### src/rtl/busseq_pkg.sv
package busseq_pkg;

  typedef enum logic [2:0] {
    S_IDLE = 3'd0,
    S_T1   = 3'd1,
    S_T2   = 3'd2,
    S_T3   = 3'd3,
    S_TW   = 3'd4,
    S_T4   = 3'd5
  } bus_state_t;

  typedef enum logic [1:0] {
    CY_WORD = 2'd0,
    CY_HIGH = 2'd1,
    CY_LOW  = 2'd2,
    CY_RFSH = 2'd3
  } cyc_t;

  // returns {bhe, ad0}
  function automatic logic [1:0] lane_code(cyc_t t);
    logic [1:0] c;
    case (t)
      CY_WORD: c = 2'b00;
      CY_HIGH: c = 2'b01;
      CY_LOW:  c = 2'b10;
      default: c = 2'b11;
    endcase
    return c;
  endfunction

  // address phase dropped from the shared bus
  function automatic logic drop_addr(logic strap, logic da_bit, cyc_t t);
    return strap && da_bit && (t != CY_RFSH);
  endfunction

endpackage

### src/rtl/busseq_rdy.sv
module busseq_rdy #(
  parameter int SYNC = 2
) (
  input  logic clk,
  input  logic rst_n,
  input  logic ardy,
  input  logic srdy,
  output logic ready
);
  localparam int MSB = SYNC - 1;

  logic [MSB:0] sh;

  // rising edge of ardy presets the chain at once; falling edge walks through it
  always_ff @(posedge clk or posedge ardy) begin
    if (ardy) sh <= '1;
    else      sh <= {sh[MSB-1:0], 1'b0};
  end

  assign ready = sh[MSB] | srdy;

  // ardy high at an edge keeps ready high until the next edge
  p_ardy_hold_r10: assert property (@(posedge clk) disable iff (!rst_n)
    $past(ardy) |-> ready);

endmodule

### src/rtl/busseq_strap.sv
module busseq_strap (
  input  logic clk,
  input  logic rst_n,
  input  logic strap_in,
  output logic strap_q
);
  always_ff @(posedge clk) begin
    if (!rst_n) strap_q <= strap_in;
  end

  p_strap_frozen_r7: assert property (@(posedge clk) disable iff (!rst_n)
    rst_n |=> $stable(strap_q));

endmodule

### src/rtl/busseq_fsm.sv
module busseq_fsm
  import busseq_pkg::*;
#(
  parameter int AW   = 20,
  parameter int DW   = 16,
  parameter int NREG = 4,
  localparam int RW  = $clog2(NREG)
) (
  input  logic          clk,
  input  logic          rst_n,
  input  logic          hold_grant,
  input  logic          strap_q,
  input  logic          req_valid,
  input  logic [1:0]    req_type,
  input  logic          req_write,
  input  logic [AW-1:0] req_addr,
  input  logic [DW-1:0] req_wdata,
  input  logic [RW-1:0] req_region,
  input  logic [NREG-1:0] region_da,
  input  logic          ready,
  input  logic [DW-1:0] ad_in,
  output bus_state_t    state,
  output cyc_t          q_type,
  output logic          q_write,
  output logic          q_drop,
  output logic [AW-1:0] q_addr,
  output logic [DW-1:0] q_wdata,
  output logic [DW-1:0] rd_data
);
  bus_state_t nxt;
  logic       accept;
  logic       capture;

  assign accept  = (state == S_IDLE) && req_valid && !hold_grant;
  assign capture = ((state == S_T3) || (state == S_TW)) && ready;

  always_comb begin
    nxt = state;
    case (state)
      S_IDLE:      if (accept) nxt = S_T1;
      S_T1:        nxt = S_T2;
      S_T2:        nxt = S_T3;
      S_T3, S_TW:  nxt = ready ? S_T4 : S_TW;
      S_T4:        nxt = S_IDLE;
      default:     nxt = S_IDLE;
    endcase
  end

  always_ff @(posedge clk or negedge rst_n) begin
    if (!rst_n) begin
      state   <= S_IDLE;
      q_type  <= CY_WORD;
      q_write <= 1'b0;
      q_drop  <= 1'b0;
      q_addr  <= '0;
      q_wdata <= '0;
      rd_data <= '0;
    end else begin
      state <= nxt;
      if (accept) begin
        q_type  <= cyc_t'(req_type);
        q_write <= req_write;
        q_drop  <= drop_addr(strap_q, region_da[req_region], cyc_t'(req_type));
        q_addr  <= req_addr;
        q_wdata <= req_wdata;
      end
      if (capture) rd_data <= ad_in;
    end
  end

  p_wait_on_busy_r9: assert property (@(posedge clk) disable iff (!rst_n)
    ((state == S_T3 || state == S_TW) && !ready) |=> (state == S_TW));

  p_t4_to_idle_r2: assert property (@(posedge clk) disable iff (!rst_n)
    (state == S_T4) |=> (state == S_IDLE));

  p_capture_r11: assert property (@(posedge clk) disable iff (!rst_n)
    ((state == S_T3 || state == S_TW) && ready) |=> (rd_data == $past(ad_in)));

  p_no_take_in_hold_r6: assert property (@(posedge clk) disable iff (!rst_n)
    (state == S_IDLE && hold_grant) |=> (state == S_IDLE));

endmodule

### src/rtl/busseq_top.sv
module busseq_top
  import busseq_pkg::*;
#(
  parameter int AW   = 20,
  parameter int DW   = 16,
  parameter int NREG = 4,
  parameter int SYNC = 2,
  localparam int RW  = $clog2(NREG)
) (
  input  logic            clk,
  input  logic            rst_n,
  input  logic            strap_aden,
  input  logic            hold_grant,
  input  logic            req_valid,
  input  logic [1:0]      req_type,
  input  logic            req_write,
  input  logic [AW-1:0]   req_addr,
  input  logic [DW-1:0]   req_wdata,
  input  logic [RW-1:0]   req_region,
  input  logic [NREG-1:0] region_da,
  input  logic            ardy,
  input  logic            srdy,
  input  logic [DW-1:0]   ad_in,
  output logic            ale,
  output logic            bhe,
  output logic            bhe_oe,
  output logic [DW-1:0]   ad_out,
  output logic            ad_oe,
  output logic [AW-1:0]   a_out,
  output logic            a_oe,
  output logic [DW-1:0]   rd_data,
  output logic            done
);
  logic          ready;
  logic          strap_q;
  bus_state_t    state;
  cyc_t          q_type;
  logic          q_write;
  logic          q_drop;
  logic [AW-1:0] q_addr;
  logic [DW-1:0] q_wdata;
  logic [1:0]    lanes;
  logic          in_cycle;
  logic          may_drive;

  busseq_rdy #(.SYNC(SYNC)) u_rdy (
    .clk(clk), .rst_n(rst_n), .ardy(ardy), .srdy(srdy), .ready(ready)
  );

  busseq_strap u_strap (
    .clk(clk), .rst_n(rst_n), .strap_in(strap_aden), .strap_q(strap_q)
  );

  busseq_fsm #(.AW(AW), .DW(DW), .NREG(NREG)) u_fsm (
    .clk(clk), .rst_n(rst_n), .hold_grant(hold_grant), .strap_q(strap_q),
    .req_valid(req_valid), .req_type(req_type), .req_write(req_write),
    .req_addr(req_addr), .req_wdata(req_wdata), .req_region(req_region),
    .region_da(region_da), .ready(ready), .ad_in(ad_in), .state(state),
    .q_type(q_type), .q_write(q_write), .q_drop(q_drop), .q_addr(q_addr),
    .q_wdata(q_wdata), .rd_data(rd_data)
  );

  assign lanes     = lane_code(q_type);
  assign in_cycle  = (state != S_IDLE);
  assign may_drive = rst_n && !hold_grant;

  always_comb begin
    ale    = (state == S_T1);
    done   = (state == S_T4);
    bhe    = in_cycle ? lanes[1] : 1'b0;
    bhe_oe = in_cycle && may_drive;
    a_out  = q_addr;
    a_oe   = in_cycle && may_drive;
    if (state == S_T1) begin
      ad_out = {q_addr[DW-1:1], lanes[0]};
      ad_oe  = !q_drop && may_drive;
    end else begin
      ad_out = q_wdata;
      ad_oe  = in_cycle && q_write && may_drive;
    end
  end

  p_hold_release_r6: assert property (@(posedge clk) disable iff (!rst_n)
    hold_grant |-> (!ad_oe && !bhe_oe && !a_oe));

  p_ale_single_r2: assert property (@(posedge clk) disable iff (!rst_n)
    ale |=> !ale);

  p_bhe_steady_r3: assert property (@(posedge clk) disable iff (!rst_n)
    (state == S_T2 || state == S_T3 || state == S_TW || state == S_T4) |-> $stable(bhe));

  p_strap_low_addr_r8: assert property (@(posedge clk) disable iff (!rst_n)
    (ale && !strap_q && !hold_grant) |-> ad_oe);

  p_idle_quiet_r5: assert property (@(posedge clk) disable iff (!rst_n)
    !in_cycle |-> (!a_oe && !bhe_oe && !ad_oe));

endmodule

### config.mk
export PLATFORM = sky130hd
export DESIGN_NAME = busseq_top
export DESIGN_NICKNAME = d
export VERILOG_FILES = /design/src/rtl/busseq_pkg.sv /design/src/rtl/busseq_rdy.sv /design/src/rtl/busseq_strap.sv /design/src/rtl/busseq_fsm.sv /design/src/rtl/busseq_top.sv
export SDC_FILE = /design/constraint.sdc
export NUM_CORES = 1
export LEC_CHECK = 0
export BUFFER_PORTS_ARGS = -buffer_cell sky130_fd_sc_hd__buf_2
export CAP_MARGIN = 30
export CELL_PAD_IN_SITES_DETAIL_PLACEMENT = 1
export CELL_PAD_IN_SITES_GLOBAL_PLACEMENT = 2
export CORE_UTILIZATION = 28
export DETAILED_ROUTE_END_ITERATION = 10
export PLACE_DENSITY = 0.86
export SYNTH_ARGS = -nofsm -noshare
export SYNTH_HDL_FRONTEND = slang
export SYNTH_SLANG_ARGS = --single-unit
### constraint.sdc
create_clock -name clk -period 2.2 [get_ports clk]
set_clock_uncertainty 0.05 [all_clocks]
set_input_delay 0.22 -clock clk [delete_from_list [all_inputs] [get_ports clk]]
set_output_delay 0.22 -clock clk [all_outputs]
set_load 0.01 [all_outputs]
# Word level (Yosys, flattened, before mapping)
# Cells that the tools add are included.
dict set report word_totals {
  reg_bits 62
  input_bits 68
  output_inout_bits 58
  wordCells 46
}
dict set report classes {
  n_lt_le_gt_ge 1
  n_eq_ne 9
  n_mux 9
  bitwise_logic 1
  n_reduce_logical 17
}
# op n
set ops {}
lappend ops {{$mux 16} 1}
lappend ops {{$pmux 3 s4} 1}
lappend ops {{$logic_and 1x1->1} 10}
lappend ops {{$eq 3x2->1 const B} 2}
lappend ops {{$eq 3x3->1 const B} 2}
lappend ops {{$pmux 2 s3} 1}
lappend ops {{$mux 1} 4}
lappend ops {{$eq 3x1->1 const B} 1}
lappend ops {{$logic_not 3->1} 1}
lappend ops {{$lt 2x3->1 const B} 1}
lappend ops {{$mux 3} 1}
lappend ops {{$reduce_bool 3->1} 1}
lappend ops {{$bmux 1 s2} 1}
lappend ops {{$eq 2x1->1 const B} 1}
lappend ops {{$eq 2x2->1 const B} 1}
lappend ops {{$logic_not 1->1} 2}
lappend ops {{$logic_not 2->1} 1}
lappend ops {{$ne 2x1->1 const B} 1}
lappend ops {{$ne 2x2->1 const B} 1}
lappend ops {{$reduce_or 2->1} 1}
lappend ops {{$logic_or 1x1->1} 1}
lappend ops {{$or 1x1->1} 1}

# Depth between registers and ports, before layout
dict set report depth {
  ltp_word 5
  mapped_depth 5
  depth_no_buf 3
}

# By module
# A second synthesis with hierarchy kept.
dict set report hier_totals {
  hier_cells 169
  area_unflattened_um2 2715.1
}
# module n_inst cells_per_inst area_per_inst_um2 seq_area_each_um2
set modules_own_cells {}
lappend modules_own_cells {busseq_fsm 1 134 2306.0 1476.4}
lappend modules_own_cells {busseq_top 1 28 309.0 0.0}
lappend modules_own_cells {busseq_rdy 1 5 66.3 52.6}
lappend modules_own_cells {busseq_strap 1 2 33.8 30.0}

# Worst setup path after synthesis
# Ideal clock, no wire load.
dict set report synth_path {
  kind {reg2out}
  startpoint {register u_fsm.state[2]}
  endpoint {output port ad_out[10]}
  arrival_time_ns 1.574
  required_time_ns 1.930
  path_slack_ns 0.356
  path_stages_with_launch 5
  n_path_buf 2
  cell_sequence {dfrtp_1 buf_4 nor3b_2 buf_4 mux2_2}
}
dict set report synth_via {
  elab_chain_len 2
}
# element line_no
set synth_lines {}
lappend synth_lines {{start: declaration} busseq_fsm.sv:22} ;# output bus_state_t state,
lappend synth_lines {{start signal: assignment} busseq_fsm.sv:59} ;# state <= nxt;
lappend synth_lines {{$eq 3x1->1} --}
lappend synth_lines {{named net ale} busseq_top.sv:24} ;# output logic ale,
lappend synth_lines {{$mux 16} busseq_top.sv:74} ;# if (state == S_T1) begin
lappend synth_lines {{end: declaration} busseq_top.sv:27} ;# output logic [DW-1:0] ad_out,
# The timed path passes the listed nets, and every way through them passes these cells.

# Final worst setup path
dict set report layout_path {
  startpoint {register u_fsm.state[2]}
  endpoint {output port ad_out[6]}
}
dict set report layout_via {
  elab_chain_len 2
}
# element line_no
set layout_lines {}
lappend layout_lines {{$eq 3x1->1} busseq_top.sv:74}
lappend layout_lines {{$mux 16} busseq_top.sv:74}
# Every way passes these cells.

==> run_results.csv <==
group,metric,value,unit
run_status,status,"finished, final reports clean",
synth,netlist_top_cells_area,"dfrtp_1 55%, mux2_2 27%, mux2_4 5.1%, dfstp_2 2.0%, edfxtp_1 1.1%",
route,antenna_left,0,
final_layout,diodes,0,
grt,grt_pass1_wl,10300,um
final_layout,final_cell_mix,"125 x buf_2, 63 x mux2_2, 59 x dfrtp_1, 9 x mux2_4, 9 x clkbuf_8",
final_layout,layout.nets,373,
worst_setup_path,critPathRequiredTime,1.93,ns
final_layout,syn_to_final_growth,36.8,%
power_and_ir_drop,power_density,1450,nW/um2
final_layout,final_cell_area,3640,um2
timing,final-hold-violation-count,0,
timing,worst_pin_slew,0.554,ns
grt,grt_max_degree,43,
timing,fmax,477,MHz
clocking,clock-sinks,62,
clocking,clockBufferDepth,2,
floorplanning,initial_core_util,0.288,
placement,place_ws,0.322,ns
placement,placed_area,3430,um2
grt,grt_pass1_vias,2026,
synth,synthCells,170,
clocking,htreeDepth,3,
timing,finalSetupTns,0,ns
worst_setup_path,crit_type,"reg2out",
synth,synth_largest_area_cell,"dfrtp_1",
timing,rsz0062_at_grt,"false",
timing,max-slew-margin-rel,0.630,
synth,ys_ff_latch,62,
timing,setup_ws,0.102,ns
min_path,min_path_cells,2,
floorplanning,die_area,9910,um2
timing,period_needed,2.10,ns
floorplanning,core,9240,um2
grt,antenna_found_initial,0,
grt,grt_use_total,0.138,
worst_setup_path,r2r-start,"u_fsm.state[2]$_DFFE_PN0P_",
worst_setup_path,r2r_setup_slack,0.33,ns
power_and_ir_drop,leakage,1.80,nW
clocking,clk_latency,0.33,ns
synth,avgSynthCellArea,15.7,um2
power_and_ir_drop,ir_worst_vdd,598,uV
grt,globalRouteOverflowTotal,0,
route,drt-initial-drc-count,35,
min_path,min_from,"req_wdata[3]",
synth,ys_warn_count,0,
floorplanning,boundaryPins,126,
flow_run,cap_violations,0,
final_layout,drive_above_1_share,0.719,
worst_setup_path,cp-end-kind,"primary output",
route,wl_per_cell,14.6,um
synth,yosysTopAreaCellShare,0.554,
min_path,holdPathEnd,"u_fsm.q_wdata[3]$_DFFE_PN0P_",
synth,syn_area,2660,um2
floorplanning,rows,35,
route,routed_wl,6410,um
route,vias_per_cell,4.30,
floorplanning,die_y,99.5,um
timing,slew_violations,0,
clocking,cts_root_buf,"clkbuf_8",
floorplanning,die_w,99.5,um
placement,place_congestion,0.716,
placement,port_buffers,125,
timing,finalCritPeriodShare,0.954,
placement,hpwl,4700,um
min_path,worstHoldPathType,"in2reg",
synth,yosysSeqAreaShare,0.585,
worst_setup_path,worstPathMaxFanout,18,
route,drc,0,
synth,ys_types,27,
worst_setup_path,arrival,1.83,ns
final_layout,layout_commonest_cell,"buf_2",
worst_setup_path,start_kind,"flip-flop",
clocking,clkSlewWorstSetupHoldPaths,0.07,ns
worst_setup_path,worstRegToRegCells,4,
synth,synth_nets,238,
route,drt-pass1-iter-count,4,
clocking,cts_buffers,9,
timing,finalSetupViolCount,0,
worst_setup_path,r2r_end,"u_fsm.rd_data[5]$_DFFE_PN0P_",
route,num_vias,1886,
clocking,cts_tree,"done",
-- through the flow --
step,utilization,power [mW],hold WS [ns],instances
3_5_place_dp,0.372,4.40,0.206,420
5_1_grt,0.394,5.67,0.0458,439
3_3_place_gp,0.372,4.28,0.192,420
6_report,0.394,5.29,0.0638,439
4_1_cts,0.394,5.39,0.0418,439
2_1_floorplan,-,3.51,-0.126,170
-- logic make-up after synthesis --
logic type | synth area share
muxes | 0.326
xor gates and xnor gates | 0.00329
DFF | 0.585
and+or+nand+nor | 0.0399
AOI/OAI and AO/OA | 0.0127
buffers and inverters | 0.0319
other | 0.00141
-- worst max-delay path by stage --
stage	startpoint	to	slack (ns)
5_1_grt	u_fsm.state[2]$_DFFE_PN0P_	ad_out[1]	0.004
2_1_floorplan	u_fsm.state[2]$_DFFE_PN0P_	ad_out[10]	0.36
3_3_place_gp	u_fsm.state[1]$_DFFE_PN0P_	u_fsm.rd_data[4]$_DFFE_PN0P_	0.39
6_report	u_fsm.state[2]$_DFFE_PN0P_	ad_out[6]	0.10
4_1_cts	u_fsm.state[0]$_DFFE_PN0P_	ad_out[6]	0.06
3_5_place_dp	u_fsm.state[1]$_DFFE_PN0P_	u_fsm.rd_data[5]$_DFFE_PN0P_	0.32
-- where the power goes --
group,switching [mW],leakage (nW),internal [mW]
registers,0.340,0.735,1.70
clock network,0.438,0.0968,0.517
logic,0.992,0.964,1.30
total,1.77,1.80,3.52
-- routing by layer --
layer,global-route usage,part of all wire
met1,0.165,0.42
met2,0.232,0.51
met3,0.0415,0.060
met4,0.0577,0.014
met5,0,0
-- Yosys cell counts --
cell / number
a211oi_1: 1
a21oi_1: 1
a21oi_4: 1
and3_1: 2
buf_12: 1
buf_2: 4
buf_4: 3
buf_6: 1
conb_1: 1
dfrtp_1: 59
dfstp_2: 2
edfxtp_1: 1
inv_1: 3
mux2_2: 63
mux2_4: 9
mux4_2: 1
nand2_1: 2
nand2b_1: 3
nand3b_1: 2
nor2_1: 3
nor2b_1: 1
nor3_1: 1
nor3b_2: 1
o21ai_0: 1
or2_2: 1
or3b_4: 1
xnor2_1: 1
-- layout make-up --
class                      count  area, um2
sequential                    62       1560
clock buffer                  11        131
clock inverter                 5       50.0
fill                        1035       5600
tap                          129        161
timing repair buffer         133        706
inverter                       3       11.3
multi-input combinational     96       1030
-- what timing repair did --
| action | 4_1_cts | 5_1_grt |
|---|---|---|
| buffers inserted | 0 | 0 |
| hold endpoints to repair | 20 | 0 |
| gates resized for setup | 0 | 0 |
| hold buffers | 3 | 0 |
-- worst max-delay path: stages, from the launching register on --
cell     delay, ns
dfrtp_1       0.47
nor3b_4       0.21
buf_4         0.30
mux2_2        0.38
buf_2         0.14
-- registers in the layout, indices dropped and copies added (netlist names) --
signal and count:
u_fsm.q_drop 1, u_fsm.q_write 1, u_strap.strap_q 1, u_fsm.q_type 2, u_fsm.rd_data 16, u_fsm.q_wdata 16, u_rdy.sh 2, u_fsm.state 3
u_fsm.q_addr 20
Power figures use the tool's default switching activity.
